`config.mk`:
```
export PLATFORM = sky130hd
export DESIGN_NAME = burst_clk_gate
export DESIGN_NICKNAME = d
export VERILOG_FILES = /design/src/rtl/bcg_pkg.sv /design/src/rtl/bcg_frame_counter.sv /design/src/rtl/bcg_cfg_regs.sv /design/src/rtl/bcg_gate_logic.sv /design/src/rtl/burst_clk_gate.sv
export SDC_FILE = /design/constraint.sdc
export NUM_CORES = 1
export LEC_CHECK = 0
export BUFFER_PORTS_ARGS = -buffer_cell sky130_fd_sc_hd__buf_2
export CAP_MARGIN = 20
export CORE_UTILIZATION = 35
export CTS_CLUSTER_SIZE = 24
export DETAILED_ROUTE_END_ITERATION = 7
export PLACE_DENSITY_LB_ADDON = 0.05
export SKIP_LAST_GASP = 1
export SLEW_MARGIN = 20
export SYNTH_ARGS = -nofsm -noshare
export SYNTH_HDL_FRONTEND = slang
export SYNTH_HIERARCHICAL = 1
export SYNTH_SLANG_ARGS = --single-unit
```
`constraint.sdc`:
```
create_clock -name clk -period 1.6 [get_ports clk]
set_clock_uncertainty 0.1 [all_clocks]
set_input_delay 0.08 -clock clk [delete_from_list [all_inputs] [get_ports clk]]
set_output_delay 0.08 -clock clk [all_outputs]
set_load 0.005 [all_outputs]
```
`src/rtl/bcg_pkg.sv`:
```
package bcg_pkg;

   // Gating mode the combinational decoder reports for the current cycle
   typedef enum logic [1:0] {
      GM_FULL  = 2'd0,   // controller disarmed, every cycle passes
      GM_BURST = 2'd1,   // armed, leading part of each frame passes
      GM_DOZE  = 2'd2    // armed with stop or zero width, nothing passes
   } gate_mode_e;

   // Mode selection from active configuration
   function automatic gate_mode_e pick_mode(input logic armed,
                                            input logic stop,
                                            input logic zero_width);
      if (!armed)
         return GM_FULL;
      else if (stop || zero_width)
         return GM_DOZE;
      else
         return GM_BURST;
   endfunction

endpackage

```
`src/rtl/bcg_frame_counter.sv`:
```
module bcg_frame_counter #(
   parameter int unsigned CNT_W     = 5,
   parameter int unsigned FRAME_LEN = 31
) (
   input  logic             clk,
   input  logic             rst_n,
   output logic [CNT_W-1:0] cnt,
   output logic             frame_last
);

   localparam logic [CNT_W-1:0] LAST = CNT_W'(FRAME_LEN - 1);

   generate
      if (FRAME_LEN < 2 || FRAME_LEN > (1 << CNT_W)) begin : g_bad_len
         $error("bcg_frame_counter: FRAME_LEN out of range for CNT_W");
      end
   endgenerate

   logic [CNT_W-1:0] cnt_inc;

   assign cnt_inc    = cnt + 1'b1;
   assign frame_last = (cnt == LAST);

   always_ff @(posedge clk or negedge rst_n) begin
      if (!rst_n)
         cnt <= '0;
      else if (frame_last)
         cnt <= '0;
      else
         cnt <= cnt_inc;
   end

   // counter never leaves 0..FRAME_LEN-1
   p_cnt_range_r2: assert property (@(posedge clk) disable iff (!rst_n)
      cnt <= LAST);

   // wrap to zero after the last cycle
   p_cnt_wrap_r2: assert property (@(posedge clk) disable iff (!rst_n)
      frame_last |=> (cnt == '0));

   // otherwise advance by one
   p_cnt_step_r2: assert property (@(posedge clk) disable iff (!rst_n)
      !frame_last |=> (cnt == $past(cnt_inc)));

endmodule

```
`src/rtl/bcg_cfg_regs.sv`:
```
module bcg_cfg_regs #(
   parameter int unsigned WIDTH_BITS    = 5,
   parameter bit          LOAD_AT_FRAME = 1'b1,
   parameter int unsigned RST_WIDTH     = 31,
   parameter bit          RST_CLKOUT    = 1'b1,
   localparam int unsigned WD_W         = WIDTH_BITS + 3
) (
   input  logic                  clk,
   input  logic                  rst_n,
   input  logic                  we,
   input  logic [WD_W-1:0]       wdata,
   input  logic                  irq,
   input  logic                  frame_last,
   output logic [WIDTH_BITS-1:0] act_width,
   output logic                  act_stop,
   output logic                  act_en,
   output logic                  clkout_en
);

   localparam int unsigned       STOP_BIT = WIDTH_BITS;
   localparam int unsigned       EN_BIT   = WIDTH_BITS + 1;
   localparam int unsigned       CKO_BIT  = WIDTH_BITS + 2;
   localparam logic [WIDTH_BITS-1:0] W_RST = WIDTH_BITS'(RST_WIDTH);

   generate
      if (RST_WIDTH >= (1 << WIDTH_BITS)) begin : g_bad_rst
         $error("bcg_cfg_regs: RST_WIDTH does not fit WIDTH_BITS");
      end
   endgenerate

   logic [WIDTH_BITS-1:0] pend_width, pend_width_nxt;
   logic                  pend_stop,  pend_stop_nxt;
   logic                  pend_en,    pend_en_nxt;
   logic                  load_now;

   // Pending values including a write in this cycle; interrupt wins on arm
   always_comb begin
      pend_width_nxt = pend_width;
      pend_stop_nxt  = pend_stop;
      pend_en_nxt    = pend_en;
      if (we) begin
         pend_width_nxt = wdata[WIDTH_BITS-1:0];
         pend_stop_nxt  = wdata[STOP_BIT];
         pend_en_nxt    = wdata[EN_BIT];
      end
      if (irq)
         pend_en_nxt = 1'b0;
   end

   always_ff @(posedge clk or negedge rst_n) begin
      if (!rst_n) begin
         pend_width <= W_RST;
         pend_stop  <= 1'b0;
         pend_en    <= 1'b0;
      end else begin
         pend_width <= pend_width_nxt;
         pend_stop  <= pend_stop_nxt;
         pend_en    <= pend_en_nxt;
      end
   end

   // Clock-out enable applies straight away
   always_ff @(posedge clk or negedge rst_n) begin
      if (!rst_n)
         clkout_en <= RST_CLKOUT;
      else if (we)
         clkout_en <= wdata[CKO_BIT];
   end

   // Variant: load at frame boundary, or track every cycle
   generate
      if (LOAD_AT_FRAME) begin : g_frame_load
         assign load_now = frame_last;

         // active burst settings only change on a boundary edge
         p_act_stable_r6: assert property (@(posedge clk) disable iff (!rst_n)
            !frame_last |=> ($stable(act_width) && $stable(act_stop)));
      end else begin : g_direct_load
         assign load_now = 1'b1;
      end
   endgenerate

   always_ff @(posedge clk or negedge rst_n) begin
      if (!rst_n) begin
         act_width <= W_RST;
         act_stop  <= 1'b0;
         act_en    <= 1'b0;
      end else begin
         if (load_now) begin
            act_width <= pend_width_nxt;
            act_stop  <= pend_stop_nxt;
         end
         if (irq)
            act_en <= 1'b0;
         else if (load_now)
            act_en <= pend_en_nxt;
      end
   end

   // interrupt disarms both pending and active arm bits
   p_irq_disarm_r7: assert property (@(posedge clk) disable iff (!rst_n)
      irq |=> (!act_en && !pend_en));

endmodule

```
`src/rtl/bcg_gate_logic.sv`:
```
module bcg_gate_logic
   import bcg_pkg::*;
#(
   parameter int unsigned WIDTH_BITS = 5
) (
   input  logic                  clk,
   input  logic                  rst_n,
   input  logic [WIDTH_BITS-1:0] cnt,
   input  logic [WIDTH_BITS-1:0] act_width,
   input  logic                  act_stop,
   input  logic                  act_en,
   input  logic                  bus_busy,
   output logic                  core_en,
   output logic                  doze,
   output logic                  pullup_en
);

   gate_mode_e mode;
   logic       in_burst;

   // Counter tops out at 2**WIDTH_BITS-2, so full width always passes
   assign in_burst = (cnt < act_width);
   assign mode     = pick_mode(act_en, act_stop, act_width == '0);

   always_comb begin
      unique case (mode)
         GM_FULL:  core_en = 1'b1;
         GM_BURST: core_en = in_burst;
         default:  core_en = 1'b0;
      endcase
   end

   assign doze      = (mode == GM_DOZE);
   assign pullup_en = doze && !bus_busy;

   // doze persists while configuration is untouched by interrupt
   p_doze_hold_r5: assert property (@(posedge clk) disable iff (!rst_n)
      (doze && act_en) |=> (doze || !act_en || !$stable(act_width) || !$stable(act_stop)));

endmodule

```
`src/rtl/burst_clk_gate.sv`:
```
module burst_clk_gate #(
   parameter int unsigned WIDTH_BITS    = 5,
   parameter bit          LOAD_AT_FRAME = 1'b1,
   parameter int unsigned RST_WIDTH     = 31,
   parameter bit          RST_CLKOUT    = 1'b1,
   localparam int unsigned WD_W         = WIDTH_BITS + 3,
   localparam int unsigned FRAME_LEN    = (1 << WIDTH_BITS) - 1
) (
   input  logic            clk,
   input  logic            rst_n,
   input  logic            cfg_we,
   input  logic [WD_W-1:0] cfg_wdata,
   input  logic            irq,
   input  logic            disp_bus_busy,
   output logic            core_clk_en,
   output logic            clkout_en,
   output logic            doze,
   output logic            bus_pullup_en
);

   generate
      if (WIDTH_BITS < 2 || WIDTH_BITS > 8) begin : g_bad_bits
         $error("burst_clk_gate: WIDTH_BITS must be 2..8");
      end
   endgenerate

   logic [WIDTH_BITS-1:0] cnt;
   logic                  frame_last;
   logic [WIDTH_BITS-1:0] act_width;
   logic                  act_stop;
   logic                  act_en;

   bcg_frame_counter #(
      .CNT_W     (WIDTH_BITS),
      .FRAME_LEN (FRAME_LEN)
   ) u_cnt (
      .clk        (clk),
      .rst_n      (rst_n),
      .cnt        (cnt),
      .frame_last (frame_last)
   );

   bcg_cfg_regs #(
      .WIDTH_BITS    (WIDTH_BITS),
      .LOAD_AT_FRAME (LOAD_AT_FRAME),
      .RST_WIDTH     (RST_WIDTH),
      .RST_CLKOUT    (RST_CLKOUT)
   ) u_cfg (
      .clk        (clk),
      .rst_n      (rst_n),
      .we         (cfg_we),
      .wdata      (cfg_wdata),
      .irq        (irq),
      .frame_last (frame_last),
      .act_width  (act_width),
      .act_stop   (act_stop),
      .act_en     (act_en),
      .clkout_en  (clkout_en)
   );

   bcg_gate_logic #(
      .WIDTH_BITS (WIDTH_BITS)
   ) u_gate (
      .clk       (clk),
      .rst_n     (rst_n),
      .cnt       (cnt),
      .act_width (act_width),
      .act_stop  (act_stop),
      .act_en    (act_en),
      .bus_busy  (disp_bus_busy),
      .core_en   (core_clk_en),
      .doze      (doze),
      .pullup_en (bus_pullup_en)
   );

   // an interrupt always brings the core clock back next cycle
   p_irq_wake_r7: assert property (@(posedge clk) disable iff (!rst_n)
      irq |=> (core_clk_en && !doze));

   // pull-up request never while the display owns the bus
   p_pullup_busy_r10: assert property (@(posedge clk) disable iff (!rst_n)
      disp_bus_busy |-> !bus_pullup_en);

endmodule

```
# --- Word-level counts from Yosys, hierarchy flattened ---
# Index checks and enable logic that the tools add are counted.
word_totals:
  romBits: 0
  elab_cells: 29
  out_inout_bits: 4
  latch_bits: 0
  ff_bits: 20
  mem_bits_rw: 0
  mem_count: 0
  inputBits: 13
classes:
  muxes: 10
  n_bitwise: 0
  addsub: 1
  div: 0
  multipliers: 0
  n_reduce_logical: 6
  shift: 0
  n_eq_ne: 3
  magnitude_cmp: 1
ops:
  columns: ["operator", "n"]
  rows:
  - ["2-to-1 mux 5 bit", 2]
  - ["adder 5 x 1 -> 5 bit (second input constant)", 1]
  - ["== test 5 bit (second input constant)", 1]
  - ["zero test 5 bit", 1]
  - ["< comparator 5 bit", 1]
  - ["2-to-1 mux 1 bit", 5]
  - ["2-to-1 mux 2 bit", 2]
  - ["== test 2 x 1 -> 1 bit (second input constant)", 1]
  - ["== test 2 bit (second input constant)", 1]
  - ["zero test 2 bit", 1]
  - ["case mux 1 bit (2 select lines)", 1]
  - ["nonzero test 2 bit", 1]
  - ["logical AND 1 bit", 1]
  - ["zero test 1 bit", 1]
  - ["logical OR 1 bit", 1]

# --- Longest topological paths before layout ---
depth:
  depth_word: 6
  mapped_depth: 6
  depth_no_buf: 5

# --- By module ---
# Netlist, hierarchy kept.
modules_own_cells:
  columns: ["module", "seq_area_each_um2", "cells_per_inst", "instances", "area_per_inst_um2"]
  rows:
  - ["bcg_cfg_regs", 389.1, 34, 1, 621.8]
  - ["bcg_frame_counter", 125.1, 20, 1, 244.0]
  - ["bcg_gate_logic", 0.0, 20, 1, 142.6]

# --- Worst setup path after synthesis ---
# No wires, ideal clock.
synth_timing:
  path_type: "register -> register"
  startpoint: "reg u_cnt.cnt[0]"
  endpoint: "reg u_cfg.act_stop"
  path_slack_ps: -32
  synth_period_minus_slack_ps: 1632
  path_stages_with_launch: 6
  setup_time_ps: 125
  arrival_time_ps: 1407
  required_ps: 1375
  path_buffers: 1
  cell_sequence: "dfrtp_1 -> inv_1 -> ha_1 -> and4_1 -> clkbuf_2 -> mux2_4"
synth_via:
  elab_chain_cells: 1
synth_rtl:
  columns: ["element", "line_no", "source"]
  rows:
  - ["start, declared", "bcg_frame_counter.sv:7", "output logic [CNT_W-1:0] cnt,"]
  - ["start signal, assigned", "bcg_frame_counter.sv:30", "cnt <= cnt_inc;"]
  - ["== test 5 bit", "bcg_frame_counter.sv:22", "assign frame_last = (cnt == LAST);"]
  - ["named net frame_last", "burst_clk_gate.sv:28", "logic frame_last;"]
  - ["end signal, assigned", "bcg_cfg_regs.sv:91", "act_stop <= pend_stop_nxt;"]
  - ["end, declared", "bcg_cfg_regs.sv:15", "output logic act_stop,"]
# The timed path passes the listed nets, and every way through them passes these cells.
# A chain may end at the register's enable or synchronous reset.

# --- Worst setup path in the final report ---
layout_timing:
  startpoint: "reg u_cfg.act_width[2]"
  endpoint: "out core_clk_en"
layout_via:
  elab_chain_cells: 6
  word_cells_on_any_way: 8
  classes_between: "order compare (1); eq/ne (1); mux (3); reduce/logical (3)"
layout_rtl:
  columns: ["element", "line_no", "source"]
  rows:
  - ["start, declared", "bcg_cfg_regs.sv:14", "output logic [WIDTH_BITS-1:0] act_width,"]
  - ["start signal, assigned", "bcg_cfg_regs.sv:90", "act_width <= pend_width_nxt;"]
  - ["zero test 5 bit", "bcg_gate_logic.sv:23", "assign mode = pick_mode(act_en, act_stop, act_width == '0);"]
  - ["logical OR 1 bit", "bcg_pkg.sv:16", "else if (stop || zero_width)"]
  - ["2-to-1 mux 2 bit", "bcg_pkg.sv:16", null]
  - ["2-to-1 mux 2 bit", "bcg_pkg.sv:14", "if (!armed)"]
  - ["== test 2 x 1 -> 1 bit / zero test 2 bit (equally long branches)", "bcg_gate_logic.sv:26", "unique case (mode)"]
  - ["case mux 1 bit (2 select lines) *", "bcg_gate_logic.sv:26", null]
  - ["end, declared", "burst_clk_gate.sv:15", "output logic core_clk_en,"]
# Mark *: on every way between the ends. The rest lies on a longest branch, timed or not.

==> summary.txt <==
Synth
  – Post-synthesis cell count: 74
  – Synth Area in Adders: 7.444%
  – Top cell type by total area after synthesis: dfstp_2
  – Post-synthesis net count: 93
  – XOR/XNOR Fraction of Synth Area: 0%
  – Post-Synthesis Cell Area: 1008 um^2
  – Combinational family with the most area after synthesis: multiplexers
  – Synth Area in Simple Gates: 8.189%
  – Synthesis warning total: 6
  – Main area contributors after synthesis: dfstp_2, dfrtp_1, mux2_4
  – Mean Syn Cell Area: 13.63 um^2
  – Yosys cell types: 27
  – Compound-gate portion of the synthesized area: 8.437%
  – Seq cells post-synth: 20
  – Mux cell area share after synthesis: 21.09%
  – Post-synthesis sequential area ratio: 50.99%
  – Post-synth top area share: 28.66%

CTS
  – Num CTS Buffers: 3
  – CTS sink cnt: 20
  – Worst-case clock buffer depth: 2
  – Htree depth: 1
  – Clk Latency, worst-skew pair: 290 ps
  – CTS root buf: clkbuf_4
  – Clock slew at reported path FFs: 110 ps
  – # Post-CTS Setup Buffers: 0
  – CTS tree: built

Timing
  – Max Slew Vio Count: 0
  – Fin crit period: 1886 ps
  – Fmax: 530.2 MHz
  – Worst slew margin: 71.17%
  – RSZ-0062 raised after global routing: true
  – Worst Max-Slew Pin Slew: 432.5 ps
  – Final hold violations: 0
  – Setup ws final: -286.2 ps
  – Tcrit/Tclk final: 117.9%
  – Final Setup Violations: 2

Final layout
  – Share of layout cells above drive strength 1: 51.82%
  – Fin nets: 130
  – Area growth syn-to-layout: 33.37%
  – Final std cells w/o fill: 141
  – Most common cell after layout, fill and taps aside: buf_2
  – Diode count: 0
  – Fillers: 245
  – Commonest cells after routing, fill and taps aside: buf_2, mux2_4, dfstp_2

Drt
  – Vias per cell: 4.787
  – Vias: 675
  – Routed len/inst: 12.20 um
  – Residual DRC count: 0
  – Initial drt markers: 12
  – Post-Route WL: 1720 um
  – First-pass DRT Iterations: 4
  – ANT nets after route: 0

Pwr
  – Clock power share: 27.6%
  – Sw Pwr: 0.0002235 W
  – Part of the power in registers: 56.9%
  – Comb power frac: 15.6%
  – Switch share: 21.88%
  – PD cells: 759.6 nW/um^2
  – Design Power: 0.001022 W
  – Worst vdd ir: 0.5938 mV
  – Pint: 0.0007981 W
  – Leak pwr: 0.6315 nW

Critical path
  – CP required: 1420 ps
  – Critical path arrival: 1710 ps
  – WS Path Type: reg2out
  – FF-to-FF path depth: 5
  – Crit end category: output pin
  – Launch point of the worst reg-to-reg path: u_cnt/cnt[0]
  – CP Launch Type: register
  – R2R Setup Slk: 100 ps
  – CP startpoint: u_cfg/act_width[2]
  – R2r endpoint: u_cfg/act_stop
  – Crit Path Max Fanout: 2

Global routing
  – Initial antenna violation count: 0
  – Total gr overflow: 0
  – First-pass GRT wire length: 3022 um
  – Pin count of the biggest net entering global routing: 21
  – Global-route usage over all layers: 12.58%
  – Vias in the first global route: 674

Floorplan
  – Chip width: 55.68 um
  – Die area: 3100 um^2
  – I/O Pins: 17
  – Core ar.: 2734 um^2
  – Die Height: 55.68 um
  – Initial Util: 36.89%
  – Core Rows: 19

Outcome
  – Failing checks: setup timing
  – Status: finished, violations left

Placement
  – Number of port buffers: 16
  – Routability congestion estimate: 0.7077
  – Placed Cells: 127
  – Post-detail-place hpwl: 1202 um

Worst hold path
  – Hold path start: cfg_we
  – Cells on Worst Hold Path: 2
  – Worst hold endpoint: u_cfg/pend_stop
  – Hold Path Class: in2reg

Job
  – MaxCap Viol Count: 0
==> timing repair <==
action	CTS	global route
pin swaps	3	0
hold endpoints to repair	29	0
hold buffers	10	0
setup endpoints to repair	3	3
resized for setup	4	0
==> routing by layer <==
| metal | vias up | wire length, um | track usage [%] |
|---|---|---|---|
| met5 | - | 0 | 0 |
| met3 | 2 | 40 | 2.791 |
| met4 | 0 | 19 | 5.357 |
| met2 | 9 | 791 | 20.31 |
| li1 | 337 | - | - |
| met1 | 327 | 869 | 16.27 |
==> synth_stat cells <==
| cell type | instances |
|---|---|
| mux2_4 | 12 |
| a31oi_1 | 2 |
| nand2_1 | 1 |
| a22oi_1 | 1 |
| clkbuf_2 | 1 |
| a32o_1 | 1 |
| dfrtp_1 | 9 |
| a211o_1 | 1 |
| buf_6 | 1 |
| dfstp_2 | 11 |
| inv_1 | 6 |
| o211ai_1 | 1 |
| mux2_2 | 2 |
| a21oi_1 | 1 |
| a211oi_1 | 1 |
| nor2_1 | 5 |
| o221a_1 | 1 |
| mux2i_1 | 1 |
| a21o_1 | 2 |
| and4b_1 | 1 |
| nand3_1 | 1 |
| nand2b_1 | 1 |
| nor2b_1 | 2 |
| ha_1 | 6 |
| nor3_1 | 1 |
| and4_1 | 1 |
| nor4_2 | 1 |
==> worst max-delay path, cell delays in order (launching register included) <==
cell and delay [ps]:
dfstp_2 560, inv_2 50, ha_4 200, a21o_1 140, a31oi_1 160, o221a_1 190
buf_2 110
==> cells by family after synthesis <==
logic type,after synthesis
flip-flops,20
AND/OR/NAND/NOR,14
buffers and inverters,8
adder cells (fa/ha/maj),6
AO/OA/AOI/OAI,11
multiplexers,15
==> worst max path at each step <==
stage	depth (start not counted)	end
floorplan	5	u_cfg/act_stop
global placement	6	core_clk_en
detailed placement	6	core_clk_en
CTS	6	core_clk_en
global route	6	core_clk_en
finish	6	core_clk_en
==> area by class of cell <==
type / count / area (um^2) / share of cell area [%]
sequential: 20 / 514.2 / 38.23
clock buffer: 4 / 36.28 / 2.698
tap: 31 / 38.79 / 2.884
inverter: 6 / 22.52 / 1.674
timing repair buffer: 34 / 252.7 / 18.79
multi-input combinational: 46 / 480.5 / 35.72
==> flip-flops by register name (all words and copies together) (netlist names) <==
name	cells
u_cfg/act_width	5
u_cfg/pend_width	5
u_cnt/cnt	5
u_cfg/act_en	1
u_cfg/act_stop	1
u_cfg/clkout_en	1
u_cfg/pend_en	1
u_cfg/pend_stop	1
==> through the flow <==
| step | utilization (%) | TNS (ps) | cell area [um^2] | setup WS, ps | hold slack [ps] |
|---|---|---|---|---|---|
| 2_1_floorplan | - | 0 | 1011 | 5.973 | -315.6 |
| 3_3_place_gp | 43.30 | -56.95 | 1184 | -56.95 | -41.64 |
| 3_5_place_dp | 43.30 | -57.15 | 1184 | -57.15 | -47.71 |
| 4_1_cts | 49.20 | -319.8 | 1345 | -303.1 | 129.2 |
| 5_1_grt | 49.20 | -524.0 | 1345 | -341.9 | 123.0 |
| 6_report | 49.20 | -296.0 | 1345 | -286.2 | 135.5 |
==> power groups by stage <==
stage / combinational [W] / clock, W / sequential [W]
2_1_floorplan: 0.0000857 / 0 / 0.000583
3_3_place_gp: 0.000134 / 0 / 0.000585
3_5_place_dp: 0.000135 / 0 / 0.000586
4_1_cts: 0.000161 / 0.000298 / 0.000581
5_1_grt: 0.000176 / 0.000319 / 0.000586
6_report: 0.000159 / 0.000282 / 0.000581
Power figures use the tool's default switching activity.
